===== config.mk =====
export PLATFORM = sky130hd
export DESIGN_NAME = burst_geom_mon
export DESIGN_NICKNAME = d
export VERILOG_FILES = /design/src/rtl/burst_geom_mon.sv
export SDC_FILE = /design/constraint.sdc
export NUM_CORES = 1
export LEC_CHECK = 0
export ABC_AREA = 1
export BUFFER_PORTS_ARGS = -buffer_cell sky130_fd_sc_hd__buf_2
export CAP_MARGIN = 20
export CORE_AREA = 2 2 113 115
export DETAILED_ROUTE_END_ITERATION = 6
export DIE_AREA = 0 0 115 117
export PLACE_DENSITY = 0.53
export REMOVE_ABC_BUFFERS = 1
export SLEW_MARGIN = 15
export SYNTH_ARGS = -nofsm -noshare
export SYNTH_HDL_FRONTEND = slang
export SYNTH_SLANG_ARGS = --single-unit

===== constraint.sdc =====
create_clock -name clk -period 2.3 [get_ports clk]
set_input_delay 0.115 -clock clk [delete_from_list [all_inputs] [get_ports clk]]
set_output_delay 0.115 -clock clk [all_outputs]
set_load 0.005 [all_outputs]

===== src/rtl/burst_geom_mon.sv =====
module burst_geom_mon #(
  parameter int ADDR_W    = 32,
  parameter int BUS_BYTES = 8,
  parameter bit AXI4      = 1'b1
) (
  input  logic              clk,
  input  logic              rst_n,
  input  logic              clr_err,
  input  logic              a_valid,
  input  logic              a_ready,
  input  logic [ADDR_W-1:0] a_addr,
  input  logic [7:0]        a_len,
  input  logic [2:0]        a_size,
  input  logic [1:0]        a_burst,
  input  logic              d_valid,
  input  logic              d_ready,
  input  logic              d_last,
  output logic [8:0]        g_beats,
  output logic [7:0]        g_bytes_per_beat,
  output logic [15:0]       g_total_bytes,
  output logic              burst_open,
  output logic              unaligned,
  output logic              err_size,
  output logic              err_burst,
  output logic              err_wrap_len,
  output logic              err_wrap_align,
  output logic              err_fixed_len,
  output logic              err_len_width,
  output logic              err_last_early,
  output logic              err_last_missing,
  output logic              err_overlap
);

  localparam logic [1:0] BT_FIXED = 2'd0;
  localparam logic [1:0] BT_WRAP  = 2'd2;
  localparam logic [1:0] BT_RSVD  = 2'd3;
  localparam logic [8:0] BUS_LIM  = 9'(BUS_BYTES);

  logic [8:0]  cnt;
  logic [7:0]  len_used;
  logic [8:0]  beats_n;
  logic [7:0]  bpb_n;
  logic [15:0] total_n;

  wire a_hs  = a_valid & a_ready;
  wire take  = a_hs & ~burst_open;
  wire d_take = d_valid & d_ready & burst_open;

  assign len_used = AXI4 ? a_len : {4'b0000, a_len[3:0]};
  assign beats_n  = {1'b0, len_used} + 9'd1;
  assign bpb_n    = 8'd1 << a_size;
  assign total_n  = 16'(beats_n) << a_size;

  wire wrap_cnt_ok = (beats_n == 9'd2) | (beats_n == 9'd4) |
                     (beats_n == 9'd8) | (beats_n == 9'd16);
  wire is_wrap   = (a_burst == BT_WRAP);
  wire bad_size  = {1'b0, bpb_n} > BUS_LIM;
  wire bad_type  = (a_burst == BT_RSVD);
  wire bad_wlen  = is_wrap & ~wrap_cnt_ok;
  wire bad_walign = is_wrap & wrap_cnt_ok &
                    (|(a_addr & ADDR_W'(total_n - 16'd1)));
  wire bad_fixed = (a_burst == BT_FIXED) & (beats_n > 9'd16);
  wire bad_lenw  = ~AXI4 & (|a_len[7:4]);
  wire misal     = |(a_addr & ADDR_W'(bpb_n - 8'd1));

  wire [8:0] cnt_nx = cnt + 9'd1;
  wire at_end      = (cnt_nx == g_beats);
  wire ev_early    = d_take & d_last & ~at_end;
  wire ev_missing  = d_take & at_end & ~d_last;
  wire closing     = d_take & (d_last | at_end);
  wire ev_overlap  = a_hs & burst_open;

  always_ff @(posedge clk) begin
    if (!rst_n) begin
      g_beats          <= '0;
      g_bytes_per_beat <= '0;
      g_total_bytes    <= '0;
      burst_open       <= 1'b0;
      unaligned        <= 1'b0;
      cnt              <= '0;
    end else if (take) begin
      g_beats          <= beats_n;
      g_bytes_per_beat <= bpb_n;
      g_total_bytes    <= total_n;
      unaligned        <= misal;
      burst_open       <= 1'b1;
      cnt              <= '0;
    end else if (closing) begin
      burst_open       <= 1'b0;
      cnt              <= '0;
    end else if (d_take) begin
      cnt              <= cnt_nx;
    end
  end

  always_ff @(posedge clk) begin
    if (!rst_n) begin
      err_size         <= 1'b0;
      err_burst        <= 1'b0;
      err_wrap_len     <= 1'b0;
      err_wrap_align   <= 1'b0;
      err_fixed_len    <= 1'b0;
      err_len_width    <= 1'b0;
      err_last_early   <= 1'b0;
      err_last_missing <= 1'b0;
      err_overlap      <= 1'b0;
    end else begin
      err_size         <= (err_size         & ~clr_err) | (take & bad_size);
      err_burst        <= (err_burst        & ~clr_err) | (take & bad_type);
      err_wrap_len     <= (err_wrap_len     & ~clr_err) | (take & bad_wlen);
      err_wrap_align   <= (err_wrap_align   & ~clr_err) | (take & bad_walign);
      err_fixed_len    <= (err_fixed_len    & ~clr_err) | (take & bad_fixed);
      err_len_width    <= (err_len_width    & ~clr_err) | (take & bad_lenw);
      err_last_early   <= (err_last_early   & ~clr_err) | ev_early;
      err_last_missing <= (err_last_missing & ~clr_err) | ev_missing;
      err_overlap      <= (err_overlap      & ~clr_err) | ev_overlap;
    end
  end

  p_geom_hold_r12: assert property (@(posedge clk) disable iff (!rst_n)
    burst_open |=> ($stable(g_beats) && $stable(g_total_bytes)));

  p_open_on_capture_r1: assert property (@(posedge clk) disable iff (!rst_n)
    (a_valid && a_ready && !burst_open) |=> burst_open);

  p_idle_hold_r1: assert property (@(posedge clk) disable iff (!rst_n)
    (!burst_open && !(a_valid && a_ready)) |=> (!burst_open && $stable(g_beats)));

  p_cnt_bound_r9: assert property (@(posedge clk) disable iff (!rst_n)
    burst_open |-> (cnt < g_beats));

  p_early_close_r10: assert property (@(posedge clk) disable iff (!rst_n)
    (burst_open && d_valid && d_ready && d_last) |=> !burst_open);

  p_overlap_flag_r12: assert property (@(posedge clk) disable iff (!rst_n)
    (a_valid && a_ready && burst_open) |=> err_overlap);

  p_sticky_r14: assert property (@(posedge clk) disable iff (!rst_n)
    (err_last_missing && !clr_err) |=> err_last_missing);

  p_size_flag_r4: assert property (@(posedge clk) disable iff (!rst_n)
    (a_valid && a_ready && !burst_open) |=>
      (({1'b0, g_bytes_per_beat} <= BUS_LIM) || err_size));

endmodule


== Yosys cells after proc, flatten, opt, wreduce, memory -nomap -nowiden ==
Cells that the tools add are included.

* Output and inout bits: 44
* Flip-flop bits (word level): 53
* Logic and storage cells: 85
* Bits of input ports: 53

* Bitwise gates (word level): 48
* Equality and inequality tests: 7
* $add $sub $neg: 4
* Shifts and indexed selects: 2
* $lt $le $gt $ge: 2
* Mux-type cells: 2
* Reduce and logical (&&, ||, !) cells: 5

{| class="wikitable"
|+ Operators with widths
! kind !! number
|-
| bitwise AND 32 bit || 2
|-
| OR reduction 32 bit || 2
|-
| bitwise AND 1 bit || 28
|-
| subtractor 16 x 1 -> 17 bit (second input constant) || 1
|-
| << shifter 9 x 3 -> 16 bit || 1
|-
| bitwise OR 1 bit || 12
|-
| adder 8 x 1 -> 9 bit (second input constant) || 1
|-
| adder 9 x 1 -> 9 bit (second input constant) || 1
|-
| equality test 9 x 2 -> 1 bit (second input constant) || 1
|-
| equality test 9 x 3 -> 1 bit (second input constant) || 1
|-
| equality test 9 x 4 -> 1 bit (second input constant) || 1
|-
| equality test 9 x 5 -> 1 bit (second input constant) || 1
|-
| equality test 9 bit || 1
|-
| > comparator 9 x 5 -> 1 bit (second input constant) || 1
|-
| subtractor 8 x 1 -> 9 bit (second input constant) || 1
|-
| > comparator 8 x 4 -> 1 bit (second input constant) || 1
|-
| << shifter 1 x 3 -> 8 bit (first input constant) || 1
|-
| NOT 1 bit || 6
|-
| equality test 2 bit (second input constant) || 2
|-
| OR reduction 3 bit || 1
|-
| logical NOT 2 bit || 1
|-
| two-way mux 1 bit || 2
|-
| nonzero test 2 bit || 1
|}

== Logic depth before layout (Yosys ltp) ==
Gate-level depths: netlist (run 1).

* Word-level depth: 9
* Mapped depth: 24
* Depth with buffers taken out: 24

== Worst setup path after synthesis (run 1) ==
No wires, ideal clock.

* Path type: input to register
* From: input a_len[1]
* To: register err_wrap_align
* Cell stages on the path: 22
* Arrival: 1.861 ns
* Setup slack: 0.327 ns
* Data required time: 2.188 ns
* Setup time: 0.112 ns
* Buffers on the path: 0
* Cells stage by stage: inv_1 -> ha_1 -> inv_1 -> o21ai_1 -> inv_1 -> nand2_1 -> ha_1 -> nand2_1 -> inv_1 -> nand2_2 -> nor2_2 -> nand2_2 -> nor2_4 -> nand3_1 -> nand3_1 -> nand2_1 -> clkinv_1 -> nand2_1 -> nor2_1 -> nand2_1 -> nand2_1 -> nand2_1

* Longest elaborated chain between the ends: 9
* Elaborated cells between the ends (all ways): 16
* Classes of those cells: add/sub: 2; eq/ne: 4; shift: 1; bitwise: 8; reduce/logical: 1

{| class="wikitable"
|+ Ends and longest elaborated chain
! item !! line !! source
|-
| start: declaration || 12 || <nowiki>input logic [7:0] a_len,</nowiki>
|-
| adder 8 x 1 -> 9 bit * || 50 || <nowiki>assign beats_n = {1'b0, len_used} + 9'd1;</nowiki>
|-
| parallel branches: the longest is 5 deep, another holds subtractor 16 x 1 -> 17 bit || n/a ||
|-
| bitwise AND 1 bit * || 60 || <nowiki>wire bad_walign = is_wrap & wrap_cnt_ok &</nowiki>
|-
| bitwise AND 1 bit * || 111 || <nowiki>err_wrap_align <= (err_wrap_align & ~clr_err) | (take & bad_walign);</nowiki>
|-
| bitwise OR 1 bit * || 111 ||
|-
| end signal: assignment || 111 ||
|-
| end: declaration || 26 || <nowiki>output logic err_wrap_align,</nowiki>
|}

Every way passes the cells marked *.
A chain may end at the register's enable or synchronous reset.

== Worst setup path after layout (run 1) ==
* From: register cnt[1]
* To: register cnt[7]

* Longest elaborated chain between the ends: 5

{| class="wikitable"
|+ Ends and longest elaborated chain
! item !! line !! source
|-
| start: declaration || 39 || <nowiki>logic [8:0] cnt;</nowiki>
|-
| start signal: assignment || 92 || <nowiki>cnt <= cnt_nx;</nowiki>
|-
| adder 9 x 1 -> 9 bit * || 66 || <nowiki>wire [8:0] cnt_nx = cnt + 9'd1;</nowiki>
|-
| equality test 9 bit || 67 || <nowiki>wire at_end = (cnt_nx == g_beats);</nowiki>
|-
| bitwise OR 1 bit || 70 || <nowiki>wire closing = d_take & (d_last | at_end);</nowiki>
|-
| bitwise AND 1 bit || 70 ||
|-
| OR reduction 3 bit (no line) || n/a ||
|}

Mark *: on every way between the ends. The rest lies on a longest branch, timed or not.

==> results by group, run 1 <==
Clock tree
  – Worst-Skew Late Latency: 0.30 ns
  – Inserted Clock Buffers: 5
  – CTS Sinks: 53
  – Root buf cell: clkbuf_16
  – CTS Buffer Depth: 2
  – Clock slew at reported path FFs: 0.08 ns
  – CTS tree: built
  – CTS H-tree depth: 2

GRT
  – Vias in the first global route: 3743
  – Initial antenna violation count: 0
  – First-pass GRT wire length: 18.6 mm
  – GRT Overall Usage: 17.5%
  – Largest net degree at the start of global routing: 30
  – Grt total ovfl: 0

Place
  – Port-buffer cells: 96
  – DP Area: 4550 um2
  – Dpl hpwl: 9.43 mm
  – Gpl congestion: 0.834

Detailed routing
  – DRC: 0
  – DRT Pass-1 Iters: 5
  – DRT met1 WL: 5.51 mm
  – WL met2: 5.68 mm
  – Detailed Route Iter0 Violations: 251
  – Top layer in use: met4
  – Wire length per cell: 14.1 um
  – DR WL met3: 491 um
  – DR vias/cell: 4.93
  – Drt total wl: 11.8 mm
  – ANT nets after route: 0
  – Routed via count: 4103

Synthesis
  – Leading area contributor after synthesis: dfxtp_1
  – Netlist cell types: 42
  – Share of the synthesized area in the top cell type: 29.4%
  – Cell count after synthesis: 546
  – EDFF count, synth: 0
  – Top cells by area, synth: dfxtp_1 (29%), nand2_1 (14%), nand3_1 (11%)
  – Yosys reg bits: 53
  – Avg Synthesized Cell Area: 6.61 um2
  – Syn Std Cell Area: 3610 um2
  – Register area share after synthesis: 29.4%
  – Synth Flop Type: dfxtp_1
  – YS warnings: 0
  – Synth async-reset ratio: 0%

Power
  – Sequential Power Share: 40.3%
  – P_leak: 2.32 nW
  – Switching portion of total power: 33.0%
  – Net Sw Power: 0.000789 W
  – VDD IR max: 261 uV
  – Internal: 0.00160 W
  – Clock share of power: 33.2%
  – Pwr/cell area: 498 nW/um2
  – Comb power frac: 26.5%

Timing
  – Clk_skew: 0.00532 ns
  – Max-slew headroom: 46.9%
  – Setup violators final: 0
  – Final slew viol count: 0
  – Final worst path period need: 2.18 ns
  – RSZ-0062 raised after global routing: yes
  – Hold slack final: 0.0212 ns
  – Fmax: 459 MHz
  – Slew @ Worst Pin: 0.796 ns
  – Fin crit share: 94.6%
  – Count of final hold-check violations: 0

Final layout
  – Fill cell count: 1311
  – Nets: 740
  – Most common cell after layout, fill and taps aside: nand2_1
  – Synthesis-to-finish area growth: 33.1%
  – Area of the multi-input gates: 2330 um2
  – Antenna cells: 0
  – Share of post-route cells with drive strength above 1: 33.1%
  – Sequential Area: 1070 um2
  – Most frequent cells in the layout: nand2_1 (130), buf_2 (96), nand3_1 (78)
  – Final Instance Area: 4800 um2

Critical path
  – Worst path max stage delay: 0.38 ns
  – Setup CP Type: flop to flop
  – CP Max Fanout: 4
  – Crit path max-delay cell type: dfxtp_4
  – CP required: 2.50 ns
  – Crit path max-delay family: simple AND/OR/NAND/NOR gates
  – Setup crit start kind: flop
  – Crit path capture type: flop
  – Crit-path cells: ha_4 -> nand3_1 -> nor2_1 -> nand2_1 -> xor2_1 -> xor2_1 -> nor2_1 -> nand2_1 -> nor3_2 -> nand2_2 -> buf_4 -> o2111a_1
  – Crit path buffers/inverters: 1
  – CP Data Arrival Time: 2.37 ns

Floorplanning
  – Die Ht: 117 um
  – Die width: 115 um
  – Die Area: 13500 um2
  – Starting density of the core: 29.3%
  – Core Box Area: 12300 um2
  – Site row count: 41
  – Ports: 97

Hold path
  – Hold WC Path Type: primary input to flop

Run
  – Max cap viols: 0

Status
  – Status: completed
-- what timing repair did --
| action | in CTS | in global routing |
|---|---|---|
| setup endpoints to repair | 1 | 12 |
| hold buffers | 1 | 0 |
| cloned | 0 | 1 |
| gates resized for setup | 1 | 17 |
| pin swaps | 0 | 5 |
| endpoints found under the hold margin | 1 | 0 |
| buffers inserted | 0 | 2 |
-- power groups by stage --
stage	combinational, W	sequential, W	clock (W)
3_5_place_dp	0.000621	0.000986	0
5_1_grt	0.000714	0.000967	0.000846
4_1_cts	0.000627	0.000965	0.000818
6_report	0.000634	0.000964	0.000794
2_1_floorplan	0.000344	0.000987	0
3_3_place_gp	0.000620	0.000986	0
-- Yosys cell counts (6+ instances only) --
library cell and instances:
clkbuf_1 7, nand4_1 9, o21ai_0 31, dfxtp_1 53
nand2_1 131, nor2_1 43, buf_2 7, a32o_1 8
nand3_2 16, xor2_1 11, a21oi_1 8, nor2_2 6
nand3_1 78, nand2_2 21, inv_1 52
-- registers in the layout, summed over array words and instances, names as in the netlist --
register          cells
err_wrap_len          1
err_size              1
err_burst             1
err_wrap_align        1
err_overlap           1
g_beats               9
cnt                   9
err_len_width         1
err_last_missing      1
err_fixed_len         1
err_last_early        1
unaligned             1
g_total_bytes        16
burst_open            1
g_bytes_per_beat      8
-- layer usage --
metal  GRT usage (%)  vias up
met1            23.2     1896
met2            30.2      103
li1                -     2097
met3            2.32        7
met5               0        -
met4            4.18        0
-- worst reg2reg max path, delay by kind of cell, from the launching register on --
| kind | cells | cell delay [ns] |
|---|---|---|
| AO/OA/AOI/OAI | 1 | 0.10 |
| adder cells (fa/ha/maj) | 1 | 0.14 |
| buffers and inverters | 1 | 0.16 |
| XOR/XNOR | 2 | 0.35 |
| AND/OR/NAND/NOR | 7 | 0.96 |
| flip-flops | 1 | 0.38 |
-- metrics by stage --
stage                     total power (W)  TNS (ns)  util, %  setup WS (ns)  cells
final                             0.00239         0     39.0          0.123    833
after global routing              0.00253    -0.168     39.0        -0.0795    833
after CTS                         0.00241         0     38.3         0.0318    830
after detailed placement          0.00161    -0.112     36.9         -0.112    821
after global placement            0.00161   -0.0451     36.9        -0.0451    821
after floorplan                   0.00133         0        -          0.144    530
-- kinds of logic after synthesis --
family                     share of synthesized area, %
xor gates and xnor gates                           3.15
DFF                                                29.4
and+or+nand+nor                                    44.1
buffers and inverters                              8.21
adders and majority gates                          1.73
AOI/OAI and AO/OA                                  13.4
-- path summary, 6_finish.rpt --
kind	start	to	slack, ns	cells after the start
worst max-delay path	cnt[1]	cnt[7]	0.12	12
worst min register to register	err_len_width	err_len_width	0.43	2
worst max register to register	cnt[1]	cnt[7]	0.12	12
worst min-delay path	d_last	err_last_missing	0.02	2
-- cell type report --
class / count / area share [%]
repair buffers: 144 / 17.6
inverters: 59 / 4.66
well taps: 150 / 3.91
multi-input cells: 419 / 48.6
clock inverters: 3 / 0.521
flip-flops and latches: 53 / 22.2
clock buffers: 5 / 2.60
Note: power is estimated with default switching activity, not from simulation.
==> run 2, diff against run 1 <==
- PLACE_DENSITY: 0.53 -> 0.55
- RECOVER_POWER: unset -> 25
- SETUP_SLACK_MARGIN: unset -> 0.02
- clock period: 2.3 -> 1.9 ns (I/O delays scaled with it)
==> results by group, run 2 (synthesis results as in run 1) <==
Status
  – Status: finished, violations left
  – Failing checks: negative setup slack

Critical path
  – Setup crit start kind: flop
  – CP Max Fanout: 4 (unchanged)
  – CP Data Arrival Time: 2.25 ns (-0.12 ns)
  – CP required: 2.10 ns (-0.40 ns)
  – Crit path buffers/inverters: 1 (unchanged)
  – Setup CP Type: flop to flop
  – Crit path max-delay family: compound AO/OA/AOI/OAI gates
  – Crit path max-delay cell type: dfxtp_2
  – Crit-path cells: ha_4 -> xor2_1 -> nor2_1 -> o21ai_1 -> a21oi_1 -> o21ai_1 -> a211oi_2 -> nand2_1 -> nor3_2 -> nand2_2 -> buf_6 -> o2111a_1
  – Crit path capture type: flop
  – Worst path max stage delay: 0.35 ns (-0.03 ns)
  – CP most frequent cell: o21ai_1
  – R2R Setup Slk: -0.16 ns (-0.28 ns)

Detailed routing
  – Drt total wl: 12.3 mm (+4.5%)
  – DRC: 0 (unchanged)
  – DR vias/cell: 4.86 (-1.3%)
  – ANT nets after route: 0 (unchanged)
  – Routed via count: 4304 (+4.9%)
  – DRT Pass-1 Iters: 4 (-1)
  – Wire length per cell: 13.9 um (-1.6%)
  – Detailed Route Iter0 Violations: 236 (-6.0%)

Power
  – P_leak: 2.67 nW (+15%)
  – Pwr/cell area: 546 nW/um2 (+9.6%)
  – VDD IR max: 342 uV (+31%)

Clock tree
  – CTS tree: built
  – CTS Sinks: 53 (unchanged)
  – Worst-Skew Late Latency: 0.30 ns (about the same)
  – Clock slew at reported path FFs: 0.08 ns (about the same)
  – Inserted Clock Buffers: 5 (unchanged)
  – CTS Buffer Depth: 2 (unchanged)
  – Root buf cell: clkbuf_16
  – CTS H-tree depth: 2 (unchanged)

Timing
  – RSZ-0062 raised after global routing: yes
  – TNS Setup: -1.43 ns (-1.43 ns)
  – Fmax: 486 MHz (+5.8%)
  – Setup violators final: 12 (+12)
  – Fin crit share: 108% (+14 points)
  – Final WS setup: -0.158 ns (-0.281 ns)
  – Clk_skew: 0.00586 ns (+0.000547 ns)
  – Max-slew headroom: 42.4% (-4.5 points)
  – Count of final hold-check violations: 0 (unchanged)
  – Final worst path period need: 2.06 ns (-0.119 ns)
  – Hold slack final: 0.0321 ns (+0.0109 ns)
  – Final slew viol count: 0 (unchanged)
  – Slew @ Worst Pin: 0.863 ns (+0.0668 ns)

Floorplanning
  – Site row count: 41 (unchanged)
  – Core Box Area: 12300 um2 (unchanged)
  – Die Area: 13500 um2 (unchanged)
  – Starting density of the core: 29.3% (unchanged)
  – Die width: 115 um (unchanged)
  – Die Ht: 117 um (unchanged)
  – Ports: 97 (unchanged)

GRT
  – Vias in the first global route: 4103 (+9.6%)
  – GRT Overall Usage: 18.0% (+0.52 points)
  – Largest net degree at the start of global routing: 30 (unchanged)
  – Grt total ovfl: 0 (unchanged)
  – Initial antenna violation count: 0 (unchanged)
  – First-pass GRT wire length: 19.3 mm (+3.9%)

Final layout
  – Nets: 792 (+7.0%)
  – Most common cell after layout, fill and taps aside: nand2_1
  – Synthesis-to-finish area growth: 58.9%
  – Fin util: 46.6% (+7.6 points)
  – Most frequent cells in the layout: nand2_1 (114), buf_4 (94), buf_2 (81)
  – Number of flip-flops under the largest register name: 16 (unchanged)
  – Antenna cells: 0 (unchanged)
  – Final Non-Filler Cells: 885 (+6.2%)
  – Share of post-route cells with drive strength above 1: 45.6% (+12 points)
  – Regs by FF count: g_total_bytes x16, cnt x9, g_beats x9
  – Top reg by flops: g_total_bytes

Place
  – Port-buffer cells: 96 (unchanged)
  – Gpl congestion: 0.876 (+5.0%)
  – Dpl hpwl: 9.53 mm (+1.1%)
  – Place WS: -0.454 ns (-0.342 ns)
  – DP Cell Count: 862 (+5.0%)

Run
  – Max cap viols: 0 (unchanged)

Hold path
  – Hold WC Path Type: primary input to flop
==> run 2: path summary, 6_finish.rpt <==
| check | startpoint | to | depth (start not counted) |
|---|---|---|---|
| hold reg to reg | err_len_width | err_len_width | 2 |
| setup reg to reg | cnt[0] | cnt[7] | 12 |
| setup / recovery | cnt[0] | cnt[7] | 12 |
| hold / removal | a_len[0] | g_beats[0] | 2 |
==> run 2: layout make-up <==
cell class,instances,area (um2)
Clock inverter,3,28.8
Sequential cell,53,1070
Multi-Input combinational cell,419,2830
Timing Repair Buffer,196,1270
Fill cell,1277,6570
Tap cell,150,188
Inverter,59,239
Clock buffer,5,125
==> run 2: where the power goes <==
group          total, W  switching [W]  internal (W)
registers       0.00117      0.0000225       0.00114
logic           0.00100       0.000574      0.000426
clock network  0.000964       0.000458      0.000506
total           0.00313        0.00105       0.00208
==> run 2: timing repair <==
| item | in CTS | in global routing |
|---|---|---|
| endpoints found under the setup margin | 13 | 13 |
| hold buffers | 2 | 0 |
| pin swaps | 28 | 47 |
| endpoints found under the hold margin | 2 | 0 |
| cloned | 1 | 0 |
| resized for setup | 52 | 94 |
| buffers inserted | 6 | 7 |
==> run 2: routing by layer <==
| layer | GRT usage (%) | wire length [um] | vias up |
|---|---|---|---|
| met2 | 32.2 | 6050 | 88 |
| met4 | 4.18 | 142 | 0 |
| met3 | 2.16 | 448 | 12 |
| met1 | 23.2 | 5660 | 1993 |
| met5 | 0 | 0 | - |
| li1 | - | - | 2211 |
==> run 2: metrics by stage <==
step                cell area (um2)  power (W)
finish                         5740    0.00313
global route                   5740    0.00331
CTS                            5280    0.00305
detailed placement             4850    0.00200
global placement               4850    0.00199
floorplan                      3540    0.00161
==> run 3, diff against run 2 <==
- clock period: 1.9 -> 1.7 ns (I/O delays scaled with it)
==> results by group, run 3 (synthesis results as in run 1) <==
Status
  – Status: finished, violations left
  – Failing checks: negative setup slack

GRT
  – GRT Overall Usage: 18.0% (-0.031 points)
  – GRT met3 Usage: 2.06% (-0.10 points)
  – Initial antenna violation count: 0 (unchanged)
  – First-pass GRT wire length: 19.5 mm (+1.3%)
  – GRT busiest layer: met2
  – Grt total ovfl: 0 (unchanged)
  – Vias in the first global route: 4139 (+0.88%)
  – Largest net degree at the start of global routing: 30 (unchanged)
  – Met2 Use GR: 30.7% (-1.5 points)
  – GR Layer Usage met1: 23.3% (+0.13 points)

Critical path
  – R2R Path End: err_last_missing
  – CP required: 1.92 ns (-0.18 ns)
  – Crit path capture type: flop
  – FF-to-FF Start: cnt[0]
  – CP Max Fanout: 3 (-1)
  – R2R Setup Slk: -0.42 ns (-0.26 ns)
  – Setup crit start kind: flop
  – CP Data Arrival Time: 2.34 ns (+0.09 ns)
  – Reg2reg path depth: 11 (-1)
  – Setup CP Type: flop to flop

Final layout
  – Most common cell after layout, fill and taps aside: nand2_1
  – Final Instance Area: 5670 um2 (-1.1%)
  – Synthesis-to-finish area growth: 57.1%
  – Share of post-route cells with drive strength above 1: 44.3% (-1.2 points)
  – Fill cell count: 1267 (-0.78%)
  – Antenna cells: 0 (unchanged)
  – Number of flip-flops under the largest register name: 16 (unchanged)
  – Final Non-Filler Cells: 892 (+0.79%)
  – Most frequent cells in the layout: nand2_1 (115), buf_4 (99), buf_2 (81)
  – Nets: 799 (+0.88%)
  – Regs by FF count: g_total_bytes x16, cnt x9, g_beats x9
  – Top reg by flops: g_total_bytes

Hold path
  – Hold WC Path Type: primary input to flop
  – WHS Path Cells: 2 (unchanged)
  – Hold path endpoint: g_beats[0]
  – Hold path startpoint: a_len[0]

Power
  – Net Sw Power: 0.00114 W (+8.5%)
  – Comb power frac: 31.7% (-0.2 points)
  – Pwr/cell area: 610 nW/um2 (+12%)
  – Overall Power: 0.00346 W (+11%)
  – P_leak: 2.66 nW (-0.44%)
  – VDD IR max: 348 uV (+1.7%)
  – Switching portion of total power: 33.1% (-0.60 points)
  – Sequential Power Share: 37.7% (+0.4 points)
  – Internal: 0.00232 W (+12%)
  – Clock share of power: 30.6% (-0.2 points)

Place
  – Dpl hpwl: 9.55 mm (+0.20%)
  – DP Cell Count: 867 (+0.58%)
  – Gpl congestion: 0.902 (+2.9%)
  – Port-buffer cells: 96 (unchanged)
  – DP Area: 4900 um2 (+1.0%)

Clock tree
  – CTS tree: built
  – CTS Sinks: 53 (unchanged)
  – Worst-Skew Late Latency: 0.30 ns (about the same)
  – CTS Buffer Depth: 2 (unchanged)
  – Clock slew at reported path FFs: 0.08 ns (about the same)
  – Inserted Clock Buffers: 5 (unchanged)
  – Root buf cell: clkbuf_16
  – CTS H-tree depth: 2 (unchanged)

Detailed routing
  – DRT Pass-1 Iters: 4 (unchanged)
  – ANT nets after route: 0 (unchanged)
  – DR vias/cell: 4.83 (-0.62%)
  – DRC: 0 (unchanged)
  – Wire length per cell: 13.6 um (-2.0%)
  – Detailed Route Iter0 Violations: 207 (-12%)
  – Routed via count: 4311 (+0.16%)
  – Drt total wl: 12.1 mm (-1.3%)

Floorplanning
  – Core Box Area: 12300 um2 (unchanged)
  – Ports: 97 (unchanged)
  – Die Area: 13500 um2 (unchanged)
  – Starting density of the core: 29.3% (unchanged)
  – Die Ht: 117 um (unchanged)
  – Site row count: 41 (unchanged)
  – Die width: 115 um (unchanged)

Timing
  – Max-slew headroom: 77.4% (+35 points)
  – Fin crit share: 125% (+16 points)
  – Hold slack final: 0.0148 ns (-0.0172 ns)
  – Fmax: 472 MHz (-3.0%)
  – Slew @ Worst Pin: 0.339 ns (-0.524 ns)
  – Clk_skew: 0.00934 ns (+0.00348 ns)
  – Final worst path period need: 2.12 ns (+0.0627 ns)
  – RSZ-0062 raised after global routing: yes
  – Final WS setup: -0.420 ns (-0.263 ns)
  – Setup violators final: 13 (+1)
  – Count of final hold-check violations: 0 (unchanged)
  – Final slew viol count: 0 (unchanged)

Run
  – Max cap viols: 0 (unchanged)
==> run 3: critical path, cell delays in order (launching register included) <==
cell and delay (ns):
dfxtp_4 0.36, ha_4 0.16, xnor2_1 0.28, o21ai_1 0.11
a21oi_1 0.16, o21ai_1 0.10, a211oi_2 0.21, nand2_1 0.09
nor3_2 0.17, nand2_2 0.11, buf_6 0.13, o31ai_1 0.16
==> run 3: per-stage QoR <==
step | setup TNS [ns] | setup WS [ns] | util [%]
after CTS | -4.38 | -0.399 | 43.7
after detailed placement | -7.17 | -0.614 | 39.8
after floorplan | -5.06 | -0.456 | -
final | -4.33 | -0.420 | 46.1
after global routing | -6.15 | -0.559 | 46.1
after global placement | -6.95 | -0.597 | 39.8
==> run 3: routing by layer <==
layer | vias to the layer above | wire length, um
met2 | 106 | 5810
met1 | 1968 | 5520
met5 | - | 0
li1 | 2215 | -
met4 | 0 | 287
met3 | 22 | 525
==> run 3: layout make-up <==
class	count	area, um2	area share (%)
multi-input combinational	418	2690	47.3
timing repair buffer	204	1350	23.7
sequential	53	1070	18.8
inverter	59	235	4.15
tap	150	188	3.31
clock buffer	5	125	2.21
clock inverter	3	25.0	0.441
==> run 3: worst max path at each step <==
stage          startpoint          endpoint  depth (start not counted)
2_1_floorplan  burst_open            cnt[3]                          6
5_1_grt            cnt[0]  err_last_missing                         11
3_3_place_gp     a_len[1]    err_wrap_align                         23
4_1_cts            cnt[0]  err_last_missing                         12
3_5_place_dp     a_len[1]    err_wrap_align                         23
6_report           cnt[0]  err_last_missing                         11
==> run 3: power groups by stage <==
stage / Sequential [W] / Clock [W] / Combinational (W)
5_1_grt: 0.00131 / 0.00113 / 0.00121
3_5_place_dp: 0.00133 / 0 / 0.000915
4_1_cts: 0.00130 / 0.00109 / 0.00102
6_report: 0.00130 / 0.00106 / 0.00110
2_1_floorplan: 0.00134 / 0 / 0.000466
3_3_place_gp: 0.00133 / 0 / 0.000910
==> run 3: repair_timing <==
| action | CTS | global route |
|---|---|---|
| resized for setup | 66 | 63 |
| hold buffers | 2 | 0 |
| buffers inserted | 10 | 10 |
| endpoints found under the hold margin | 2 | 0 |
| setup endpoints to repair | 14 | 16 |
| pin swaps | 33 | 37 |
